--- src/rtl/lcd_scan_pkg.sv ---
package lcd_scan_pkg;

   typedef struct packed {
      logic disp_on;
      logic cursor_on;
      logic blink_on;
      logic two_line;
      logic com_mirror;
      logic seg_mirror;
   } scan_cfg_t;

   function automatic int lines_of(input int num_com, input int rows);
      return num_com / rows;
   endfunction

endpackage

--- src/rtl/lcd_scan_timing.sv ---
module lcd_scan_timing #(
   parameter int NUM_COM      = 16,
   parameter int CHARS        = 16,
   parameter int CLKS_PER_COM = 160,
   parameter int BLINK_FRAMES = 32,
   localparam int CNTW = $clog2(CLKS_PER_COM),
   localparam int POSW = $clog2(CHARS),
   localparam int ROWW = $clog2(NUM_COM)
) (
   input  logic            clk,
   input  logic            rst_n,
   output logic            fetch_en,
   output logic [POSW-1:0] fetch_pos,
   output logic            latch_en,
   output logic [ROWW-1:0] row_idx,
   output logic            blink_phase
);
   localparam int FW = (BLINK_FRAMES > 1) ? $clog2(BLINK_FRAMES) : 1;
   localparam logic [CNTW-1:0] CNT_LAST  = CNTW'(CLKS_PER_COM - 1);
   localparam logic [CNTW-1:0] CNT_CHARS = CNTW'(CHARS);
   localparam logic [ROWW-1:0] ROW_LAST  = ROWW'(NUM_COM - 1);
   localparam logic [FW-1:0]   FR_LAST   = FW'(BLINK_FRAMES - 1);

   logic [CNTW-1:0] cnt_q;
   logic [FW-1:0]   frame_q;

   assign fetch_en  = (cnt_q < CNT_CHARS);
   assign fetch_pos = cnt_q[POSW-1:0];
   assign latch_en  = (cnt_q == CNT_LAST);

   always_ff @(posedge clk or negedge rst_n) begin
      if (!rst_n) begin
         cnt_q       <= '0;
         row_idx     <= '0;
         frame_q     <= '0;
         blink_phase <= 1'b0;
      end else if (latch_en) begin
         cnt_q <= '0;
         if (row_idx == ROW_LAST) begin
            row_idx <= '0;
            if (frame_q == FR_LAST) begin
               frame_q     <= '0;
               blink_phase <= ~blink_phase;
            end else begin
               frame_q <= frame_q + 1'b1;
            end
         end else begin
            row_idx <= row_idx + 1'b1;
         end
      end else begin
         cnt_q <= cnt_q + 1'b1;
      end
   end
endmodule

--- src/rtl/lcd_scan_cell.sv ---
module lcd_scan_cell
   import lcd_scan_pkg::*;
#(
   parameter int NUM_COM     = 16,
   parameter int CHARS       = 16,
   parameter int CHAR_W      = 5,
   parameter int ROWS        = 8,
   parameter int AW          = 7,
   parameter int CW          = 8,
   parameter int LINE_STRIDE = 64,
   localparam int POSW = $clog2(CHARS),
   localparam int ROWW = $clog2(NUM_COM),
   localparam int RW   = $clog2(ROWS)
) (
   input  scan_cfg_t         cfg,
   input  logic [POSW-1:0]   shift,
   input  logic [AW-1:0]     cursor_addr,
   input  logic [ROWW-1:0]   row_idx,
   input  logic [POSW-1:0]   fetch_pos,
   input  logic              blink_phase,
   output logic [AW-1:0]     ram_addr,
   input  logic [CW-1:0]     ram_code,
   output logic [CW-1:0]     pat_code,
   output logic [RW-1:0]     pat_row,
   input  logic [CHAR_W-1:0] pat_dots,
   output logic [CHAR_W-1:0] cell_group
);
   localparam logic [RW-1:0] CURSOR_ROW = RW'(ROWS - 1);

   logic [ROWW-1:0]   line_idx;
   logic [POSW-1:0]   col;
   logic              cursor_hit;
   logic [CHAR_W-1:0] dots;

   assign line_idx = row_idx >> RW;
   assign col      = fetch_pos + shift;
   assign ram_addr = AW'(line_idx) * AW'(LINE_STRIDE) + AW'(col);
   assign pat_code = ram_code;
   assign pat_row  = row_idx[RW-1:0];

   assign cursor_hit = (ram_addr == cursor_addr);

   always_comb begin
      if (cfg.blink_on && blink_phase && cursor_hit)
         dots = '1;
      else if (pat_row == CURSOR_ROW)
         dots = (cfg.cursor_on && cursor_hit) ? '1 : '0;
      else
         dots = pat_dots;
   end

   for (genvar c = 0; c < CHAR_W; c++) begin : g_col
      assign cell_group[c] = dots[CHAR_W-1-c];
   end
endmodule

--- src/rtl/lcd_scan_shift.sv ---
module lcd_scan_shift #(
   parameter int NUM_COM = 16,
   parameter int CHARS   = 16,
   parameter int CHAR_W  = 5,
   localparam int SEGS = CHARS * CHAR_W,
   localparam int ROWW = $clog2(NUM_COM)
) (
   input  logic              clk,
   input  logic              rst_n,
   input  logic              fetch_en,
   input  logic [CHAR_W-1:0] cell_group,
   input  logic              latch_en,
   input  logic              blank,
   input  logic              com_mirror,
   input  logic              seg_mirror,
   input  logic [ROWW-1:0]   row_idx,
   output logic [NUM_COM-1:0] com_out,
   output logic [SEGS-1:0]   seg_out
);
   logic [SEGS-1:0]    sreg_q;
   logic [SEGS-1:0]    sreg_rev;
   logic [SEGS-1:0]    seg_next;
   logic [NUM_COM-1:0] com_next;

   for (genvar i = 0; i < SEGS; i++) begin : g_segrev
      assign sreg_rev[i] = sreg_q[SEGS-1-i];
   end

   for (genvar k = 0; k < NUM_COM; k++) begin : g_com
      assign com_next[k] = com_mirror ? (row_idx == ROWW'(NUM_COM-1-k))
                                      : (row_idx == ROWW'(k));
   end

   assign seg_next = blank ? '0 : (seg_mirror ? sreg_rev : sreg_q);

   always_ff @(posedge clk or negedge rst_n) begin
      if (!rst_n) begin
         sreg_q  <= '0;
         seg_out <= '0;
         com_out <= '0;
      end else begin
         if (fetch_en)
            sreg_q <= {cell_group, sreg_q[SEGS-1:CHAR_W]};
         if (latch_en) begin
            seg_out <= seg_next;
            com_out <= com_next;
         end
      end
   end
endmodule

--- src/rtl/lcd_scan_gen.sv ---
module lcd_scan_gen
   import lcd_scan_pkg::*;
#(
   parameter int NUM_COM      = 16,
   parameter int CHARS        = 16,
   parameter int CHAR_W       = 5,
   parameter int ROWS         = 8,
   parameter int CLKS_PER_COM = 160,
   parameter int BLINK_FRAMES = 32,
   parameter int AW           = 7,
   parameter int CW           = 8,
   parameter int LINE_STRIDE  = 64,
   localparam int SEGS = CHARS * CHAR_W,
   localparam int POSW = $clog2(CHARS),
   localparam int RW   = $clog2(ROWS)
) (
   input  logic                cfg_disp_on,
   input  logic                clk,
   input  logic                rst_n,
   input  logic                cfg_cursor_on,
   input  logic                cfg_blink_on,
   input  logic                cfg_two_line,
   input  logic                cfg_com_mirror,
   input  logic                cfg_seg_mirror,
   input  logic [POSW-1:0]     cfg_shift,
   input  logic [AW-1:0]       cursor_addr,
   output logic [AW-1:0]       ram_addr,
   input  logic [CW-1:0]       ram_code,
   output logic [CW-1:0]       pat_code,
   output logic [RW-1:0]       pat_row,
   input  logic [CHAR_W-1:0]   pat_dots,
   output logic [NUM_COM-1:0]  com_out,
   output logic [SEGS-1:0]     seg_out
);
   localparam int ROWW  = $clog2(NUM_COM);
   localparam int LINES = lines_of(NUM_COM, ROWS);

   if (CLKS_PER_COM <= CHARS) begin : g_bad_period
      $error("CLKS_PER_COM must exceed CHARS");
   end
   if ((1 << POSW) != CHARS) begin : g_bad_chars
      $error("CHARS must be a power of two");
   end
   if ((1 << RW) != ROWS || LINES * ROWS != NUM_COM) begin : g_bad_rows
      $error("ROWS must be a power of two dividing NUM_COM");
   end
   if (LINES < 1 || (LINES - 1) * LINE_STRIDE + CHARS > (1 << AW)) begin : g_bad_addr
      $error("line layout does not fit the address width");
   end
   if (BLINK_FRAMES < 1) begin : g_bad_blink
      $error("BLINK_FRAMES must be at least one");
   end

   scan_cfg_t         cfg;
   logic              fetch_en;
   logic [POSW-1:0]   fetch_pos;
   logic              latch_en;
   logic [ROWW-1:0]   row_idx;
   logic              blink_phase;
   logic [CHAR_W-1:0] cell_group;
   logic              blank;

   assign cfg = '{disp_on:    cfg_disp_on,
                  cursor_on:  cfg_cursor_on,
                  blink_on:   cfg_blink_on,
                  two_line:   cfg_two_line,
                  com_mirror: cfg_com_mirror,
                  seg_mirror: cfg_seg_mirror};

   assign blank = !cfg.disp_on || (!cfg.two_line && ((row_idx >> RW) != '0));

   lcd_scan_timing #(
      .NUM_COM(NUM_COM), .CHARS(CHARS),
      .CLKS_PER_COM(CLKS_PER_COM), .BLINK_FRAMES(BLINK_FRAMES)
   ) u_timing (
      .clk(clk), .rst_n(rst_n),
      .fetch_en(fetch_en), .fetch_pos(fetch_pos), .latch_en(latch_en),
      .row_idx(row_idx), .blink_phase(blink_phase)
   );

   lcd_scan_cell #(
      .NUM_COM(NUM_COM), .CHARS(CHARS), .CHAR_W(CHAR_W), .ROWS(ROWS),
      .AW(AW), .CW(CW), .LINE_STRIDE(LINE_STRIDE)
   ) u_cell (
      .cfg(cfg), .shift(cfg_shift), .cursor_addr(cursor_addr),
      .row_idx(row_idx), .fetch_pos(fetch_pos), .blink_phase(blink_phase),
      .ram_addr(ram_addr), .ram_code(ram_code),
      .pat_code(pat_code), .pat_row(pat_row), .pat_dots(pat_dots),
      .cell_group(cell_group)
   );

   lcd_scan_shift #(
      .NUM_COM(NUM_COM), .CHARS(CHARS), .CHAR_W(CHAR_W)
   ) u_shift (
      .clk(clk), .rst_n(rst_n),
      .fetch_en(fetch_en), .cell_group(cell_group), .latch_en(latch_en),
      .blank(blank), .com_mirror(cfg.com_mirror), .seg_mirror(cfg.seg_mirror),
      .row_idx(row_idx), .com_out(com_out), .seg_out(seg_out)
   );
endmodule

--- config.mk ---
export PLATFORM = sky130hd
export DESIGN_NAME = lcd_scan_gen
export DESIGN_NICKNAME = d
export VERILOG_FILES = /design/src/rtl/lcd_scan_pkg.sv /design/src/rtl/lcd_scan_timing.sv /design/src/rtl/lcd_scan_cell.sv /design/src/rtl/lcd_scan_shift.sv /design/src/rtl/lcd_scan_gen.sv
export SDC_FILE = /design/constraint.sdc
export NUM_CORES = 1
export LEC_CHECK = 0
export ABC_AREA = 1
export CORE_MARGIN = 10
export CORE_UTILIZATION = 32
export CTS_CLUSTER_DIAMETER = 80
export DETAILED_ROUTE_END_ITERATION = 6
export DONT_BUFFER_PORTS = 1
export PLACE_DENSITY = 0.42
export REMOVE_ABC_BUFFERS = 1
export SLEW_MARGIN = 30
export SYNTH_ARGS = -nofsm -noshare
export SYNTH_HDL_FRONTEND = slang
export SYNTH_SLANG_ARGS = --single-unit
--- constraint.sdc ---
create_clock -name clk -period 3.4 [get_ports clk]
set_clock_uncertainty 0.05 [all_clocks]
set_input_delay 0.17 -clock clk [delete_from_list [all_inputs] [get_ports clk]]
set_output_delay 0.17 -clock clk [all_outputs]
set_load 0.01 [all_outputs]
==> results of run 1 <==
logic make-up after synthesis:
family	share of synthesized area, %
DFF	53.8
other	0.0415
adders and majority gates	1.75
buffers and inverters	7.82
and+or+nand+nor	16.5
xor gates and xnor gates	0.679
AOI/OAI and AO/OA	19.5
per-layer routing:
| metal | track usage, % | up-vias | part of all wire [%] |
|---|---|---|---|
| met3 | 5.47 | 13 | 7.7 |
| met1 | 17.2 | 3235 | 46 |
| met5 | 0 | - | 0 |
| met4 | 3.11 | 0 | 0.95 |
| li1 | - | 3318 | - |
| met2 | 20.6 | 134 | 46 |
power by group through the flow:
stage / sequential, µW / clock [µW] / combinational [µW]
CTS: 2400 / 2090 / 208
global placement: 2450 / 0 / 175
floorplan: 2430 / 0 / 135
global route: 2410 / 2190 / 239
finish: 2400 / 2010 / 203
detailed placement: 2450 / 0 / 178
cell usage after synthesis, types with 4 or more instances:
cell        n
o21ai_0   132
xor2_1      5
o31ai_1    46
nor3_1      4
clkbuf_1   42
dfrtp_1   194
ha_1       11
a31oi_1     8
o31ai_2    32
o21ai_1    11
nand3_1    20
buf_2      18
buf_4      10
a21oi_1    45
nor2_1    149
inv_1      82
buf_6       6
nand2_1   205
registers in the layout (all words and copies together), names as in the netlist:
register and count:
u_shift.seg_out 80, u_shift.sreg_q 80, u_shift.com_out 16, u_timing.cnt_q 8, u_timing.frame_q 5, u_timing.row_idx 4
u_timing.blink_phase 1
per-stage QoR:
step	std cells	cell area (µm²)
final	1383	9890
after global routing	1383	9890
after CTS	1383	9890
after detailed placement	1344	9220
after global placement	1344	9220
after floorplan	959	8640
layout make-up:
class / count / area (µm²) / area share [%]
flip-flops and latches: 194 / 4850 / 49.1
repair buffers: 14 / 165 / 1.67
clock inverters: 13 / 136 / 1.38
inverters: 84 / 315 / 3.19
multi-input cells: 681 / 3500 / 35.4
well taps: 378 / 473 / 4.78
clock buffers: 19 / 443 / 4.48
worst max path at each step:
stage | end | depth (start not counted)
final | u_shift.seg_out[13]$_DFFE_PN0N_ | 6
after global routing | u_shift.seg_out[18]$_DFFE_PN0N_ | 6
after CTS | u_shift.seg_out[13]$_DFFE_PN0N_ | 6
after detailed placement | u_shift.seg_out[8]$_DFFE_PN0N_ | 6
after global placement | u_shift.seg_out[8]$_DFFE_PN0N_ | 6
after floorplan | u_shift.sreg_q[75]$_DFFE_PN0N_ | 6
==> metrics.md, run 1 <==
| Metric | Value |
|---|---|
| Syn Std Cell Area | `9030 µm²` |
| CORE AREA | `~28000 µm²` |
| Worst setup path startpoint | `u_timing.cnt_q[0]$_DFF_PN0_` |
| CP cell instances | `ha_1, nand4_1, nor2_1, nand2_8, buf_4, o31ai_1` |
| Final ANT Viol Nets | `0` |
| Seq pwr share | `52.0%` |
| ANT cells | `0` |
| DR iter-0 viols | `389` |
| I/O pin cnt | `between 100 and 150` |
| Largest net degree at the start of global routing | `195` |
| P per Cell Area | `467 nW/µm²` |
| R2r endpoint | `u_shift.seg_out[13]$_DFFE_PN0N_` |
| Sw Pwr | `1190 µW` |
| Htree depth | `4` |
| GR Util All Layers | `13.4%` |
| Post-DP HPWL | `14.5 mm` |
| Fillers | `just under 3000` |
| Worst setup EP type | `flop` |
| Setup WS pre-CTS | `0.888 ns` |
| Layout cell share with drive strength beyond 1 | `7.76%` |
| Pins Over Slew Limit | `0` |
| DIE HEIGHT | `188 µm` |
| Req. time, crit path | `~3.7 ns` |
| Total power | `4610 µW` |
| Critical R2R Launch | `u_timing.cnt_q[0]$_DFF_PN0_` |
| Delay-heaviest family, CP | `simple AND/OR/NAND/NOR gates` |
| Buffers inserted by post-CTS timing repair | `0` |
| Max incr delay on CP | `0.47 ns` |
| Grt ovf | `0` |
| RSZ-0062 raised after global routing | `false` |
| Clock power share | `approximately 44%` |
| FF+latch count, synth | `194` |
| Asr flop ratio synth | `100%` |
| Syn-to-layout area delta | `9.49%` |
| CTS Buffer Depth | `2` |
| Final Net Count | `1036` |
| Root buffer cell | `clkbuf_16` |
| Via Count | `6700` |
| Vias/cell | `4.84` |
| Reg2reg setup slack | `about 0.91 ns` |
| Hold Crit Class | `primary input to async pin` |
| Slowest CP cell | `buf_4` |
| PnR worst setup slack | `0.907 ns` |
| Critical path arrival | `2.78 ns` |
| Area leader, netlist | `dfrtp_1` |
| Post-Route Utilization | `35.6%` |
| Register area share after synthesis | `53.8%` |
| CTS tree | `done` |
| Switching share of total power | `25.8%` |
| CP Max Fanout | `82` |
| Clock-pin slew of the registers on the worst-case setup and hold paths | `~0.080 ns` |
| Final period util | `between 70% and 80%` |
| Final hold violations | `194` |
| Worst hold slack | `-0.629 ns` |
| Final WL | `23.3 mm` |
| Worst Setup Start Kind | `flop` |
| Setup-failing EPs final | `0` |
| Syn_area_per_cell | `between 8 and 9 µm²` |
| Fmax achieved | `401 MHz` |
| Post-synth top area share | `53.8%` |
| Wire per inst | `16.8 µm` |
| Synth Instances | `1034` |
| Most frequent cells in the layout | `nand2_1 (205), dfrtp_1 (194), nor2_1 (149), o21ai_0 (132), inv_1 (80)` |
| Total CTS buffers | `17` |
| Vias in the first global route | `6597` |
| Die width | `between 150 and 200 µm` |
| Leakage | `0.00453 µW` |
| Failing checks | `hold timing` |
| Port Buf Inserts | `0` |
| Commonest non-fill, non-tap cell in the layout | `nand2_1` |
| Yosys Warn Count | `0` |
| EDFF count, synth | `0` |
| Max-cap check violation count | `0` |
| Crit path kind | `flop to flop` |
| Hold buffers post-CTS | `7` |
| Main flop type after synthesis | `dfrtp_1` |
| First-pass GRT wire length | `between 30 and 40 mm` |
| Unique cell type count in the Yosys netlist | `28` |
| Die area | `35300 µm²` |
| GP Congestion | `0.785` |
| Setup_tns | `0 ns` |
| Crit path buf inv count | `1` |
| Worst R2R Path Depth | `6` |
| Initial antenna violation count | `0` |
| Int Pwr | `3420 µW` |
| DR pass1 iterations | `4` |
| Starting density of the core | `32.5%` |
| Gate power share | `4.4%` |
| Dominant cells by area after synthesis | `dfrtp_1 (54%), nand2_1 (8.5%), o21ai_0 (7.3%)` |
| Post-CTS Resized | `0` |
| Clock period minus worst slack | `approximately 2.5 ns` |
| Max-slew headroom | `42.1%` |
| Worst-margin pin slew | `0.869 ns` |
| Standard-cell rows | `61` |
| Post-route DRC | `0` |
| Worst skew pair latency | `0.43 ns` |
| Status | `complete, but fails checks` |
| CTS sink count | `194` |
| Max VDD drop | `0.330 mV` |
Note: power is estimated with default switching activity, not from simulation.
==> run 2, diff against run 1 <==
Clock period 3.4 ns to 2.45 ns, I/O delays scaled along.
==> run 2 against run 1 <==
  * The run still ends with hold timing left
  * Cell area rose by 0.73%
  * Core utilization rose by 0.26 points
  * Global-route usage fell by 0.20 points
  * First-iteration DRC count rose by 2.3%
  * Register-to-register slack got worse by 0.59 ns
  * Sequential share of layout area fell by 0.36 points
  * Setup slack got worse by 0.59 ns
  * Sequential power rose by 39%
==> metrics.md, run 2 (same netlist as run 1, synthesis figures left out) <==
| Metric | Value |
|---|---|
| Status | `complete, but fails checks` |
| Failing checks | `hold timing` |
| CTS tree | `done` |
| Wire per inst | `16.6 µm (-0.99%)` |
| Post-CTS Resized | `0 (unchanged)` |
| Worst-margin pin slew | `0.708 ns (-0.161 ns)` |
| CP cell instances | `ha_1, inv_1, fa_1, nor2_1, nor3_1, nand2_1, nor2_1, nand3_1, nand3_1, nand2_1, inv_1` |
| Slowest CP cell | `fa_1` |
| CTS sink count | `194 (unchanged)` |
| Final ANT Viol Nets | `0 (unchanged)` |
| Final hold violations | `194 (unchanged)` |
| Placed Cells | `1347 (+0.22%)` |
| Worst skew pair latency | `0.44 ns (about the same)` |
| Vias/cell | `4.76 (-1.7%)` |
| Die width | `188 µm (unchanged)` |
| Crit path buf inv count | `2 (+1)` |
| Biggest regs | `u_shift.seg_out x80, u_shift.sreg_q x80, u_shift.com_out x16` |
| Critical R2R Launch | `u_timing.cnt_q[0]$_DFF_PN0_` |
| DIE HEIGHT | `188 µm (unchanged)` |
| Standard-cell rows | `61 (unchanged)` |
| Worst Setup Start Kind | `flop` |
| Final WL | `23.1 mm (-0.78%)` |
| Pins Over Slew Limit | `0 (unchanged)` |
| GP Congestion | `0.778 (-0.82%)` |
| Delay-heaviest family, CP | `simple AND/OR/NAND/NOR gates` |
| DR iter-0 viols | `398 (+2.3%)` |
| Starting density of the core | `32.5% (unchanged)` |
| CTS Buffer Depth | `2 (unchanged)` |
| Crit path kind | `flop to flop` |
| Largest net degree at the start of global routing | `195 (unchanged)` |
| Htree depth | `4 (unchanged)` |
| Total power | `6440 µW (+40%)` |
| Final Net Count | `1039 (+0.29%)` |
| Worst R2R Path Depth | `11 (+5)` |
| Max VDD drop | `0.325 mV (-1.5%)` |
| Max-slew headroom | `52.8% (+11 points)` |
| Clock-pin slew of the registers on the worst-case setup and hold paths | `0.07 ns (about the same)` |
| Via Count | `6602 (-1.5%)` |
| Hold Crit Class | `primary input to async pin` |
| Layout cell share with drive strength beyond 1 | `8.13% (+0.37 points)` |
| Initial antenna violation count | `0 (unchanged)` |
| Vias in the first global route | `6631 (+0.52%)` |
| Post-DP HPWL | `14.7 mm (+0.81%)` |
| Max-cap check violation count | `0 (unchanged)` |
| I/O pin cnt | `146 (unchanged)` |
| Worst hold slack | `-0.668 ns (-0.0391 ns)` |
| CORE AREA | `27800 µm² (unchanged)` |
| Max incr delay on CP | `0.53 ns (+0.06 ns)` |
| Post-route DRC | `0 (unchanged)` |
| ANT cells | `0 (unchanged)` |
| Critical path arrival | `2.45 ns (-0.33 ns)` |
| P per Cell Area | `647 nW/µm² (+39%)` |
| Most frequent cells in the layout | `nand2_1 (205), dfrtp_1 (194), nor2_1 (149), o21ai_0 (132), inv_1 (80)` |
| RSZ-0062 raised after global routing | `false` |
| Grt ovf | `0 (unchanged)` |
| Port Buf Inserts | `0 (unchanged)` |
| Root buffer cell | `clkbuf_16` |
| Setup-failing EPs final | `0 (unchanged)` |
| CP Max Fanout | `5 (-94%)` |
| Final Non-Filler Cells | `1386 (+0.22%)` |
| Worst setup EP type | `flop` |
| R2r endpoint | `u_shift.sreg_q[79]$_DFFE_PN0N_` |
| Total CTS buffers | `17 (unchanged)` |
| GR Util All Layers | `13.2% (-0.20 points)` |
| Reg2reg setup slack | `0.32 ns (-0.59 ns)` |
| Leakage | `0.00457 µW (+0.72%)` |
| Hold buffers post-CTS | `7 (unchanged)` |
| Buffers inserted by post-CTS timing repair | `0 (unchanged)` |
| DR pass1 iterations | `4 (unchanged)` |
| Clock period minus worst slack | `2.13 ns (-0.361 ns)` |
| Req. time, crit path | `2.77 ns (-0.92 ns)` |
| Final period util | `87.0% (+14 points)` |
| Commonest non-fill, non-tap cell in the layout | `nand2_1` |
| Worst setup path startpoint | `u_timing.cnt_q[0]$_DFF_PN0_` |
| Syn-to-layout area delta | `10.3%` |
| Fmax achieved | `469 MHz (+17%)` |
| Die area | `35300 µm² (unchanged)` |
| First-pass GRT wire length | `37.9 mm (-1.5%)` |
[run 2: cell types whose count changed in the layout (fill, tap and decap cells not counted), sizes merged]
cell | before | now
inv | 92 | 87
buf | 8 | 11
clkbuf | 19 | 20
clkinv | 3 | 5
bufinv | 0 | 1
clkinvlp | 2 | 3
[run 2: per-layer routing]
| layer | GRT usage, % | routed length [µm] |
|---|---|---|
| met5 | 0 | 0 |
| met3 | 6.33 | 2020 |
| met1 | 16.5 | 10500 |
| met2 | 19.9 | 10300 |
| met4 | 3.45 | 272 |
[run 2: cell type report]
cell class	count	area (µm²)
multi-input combinational	681	3500
clock inverter	12	125
fill	2924	17800
tap	378	473
clock buffer	20	467
timing repair buffer	17	225
inverter	84	315
sequential	194	4850
[run 2: how the worst max path moves through the flow]
stage / depth (start not counted) / to
final: 11 / u_shift.sreg_q[79]$_DFFE_PN0N_
after global routing: 12 / u_shift.sreg_q[75]$_DFFE_PN0N_
after CTS: 11 / u_shift.sreg_q[75]$_DFFE_PN0N_
after detailed placement: 11 / u_shift.sreg_q[75]$_DFFE_PN0N_
after global placement: 11 / u_shift.sreg_q[75]$_DFFE_PN0N_
after floorplan: 6 / u_shift.sreg_q[75]$_DFFE_PN0N_
[run 2: metrics by stage]
stage	setup slack, ns	TNS (ns)	utilization [%]	instance area, µm²
2_1_floorplan	-1.63	-202.80	-	8640
3_3_place_gp	0.385	0	33.4	9280
3_5_place_dp	0.332	0	33.4	9280
4_1_cts	0.300	0	35.8	9960
5_1_grt	0.0454	0	35.8	9960
6_report	0.318	0	35.8	9960
[run 2: power by group]
group / leakage, µW / internal [µW] / switching (µW) / total (µW)
combinational: 0.00227 / 101 / 190 / 291
clock: 0.000281 / 1510 / 1310 / 2820
sequential: 0.00201 / 3270 / 65.3 / 3330
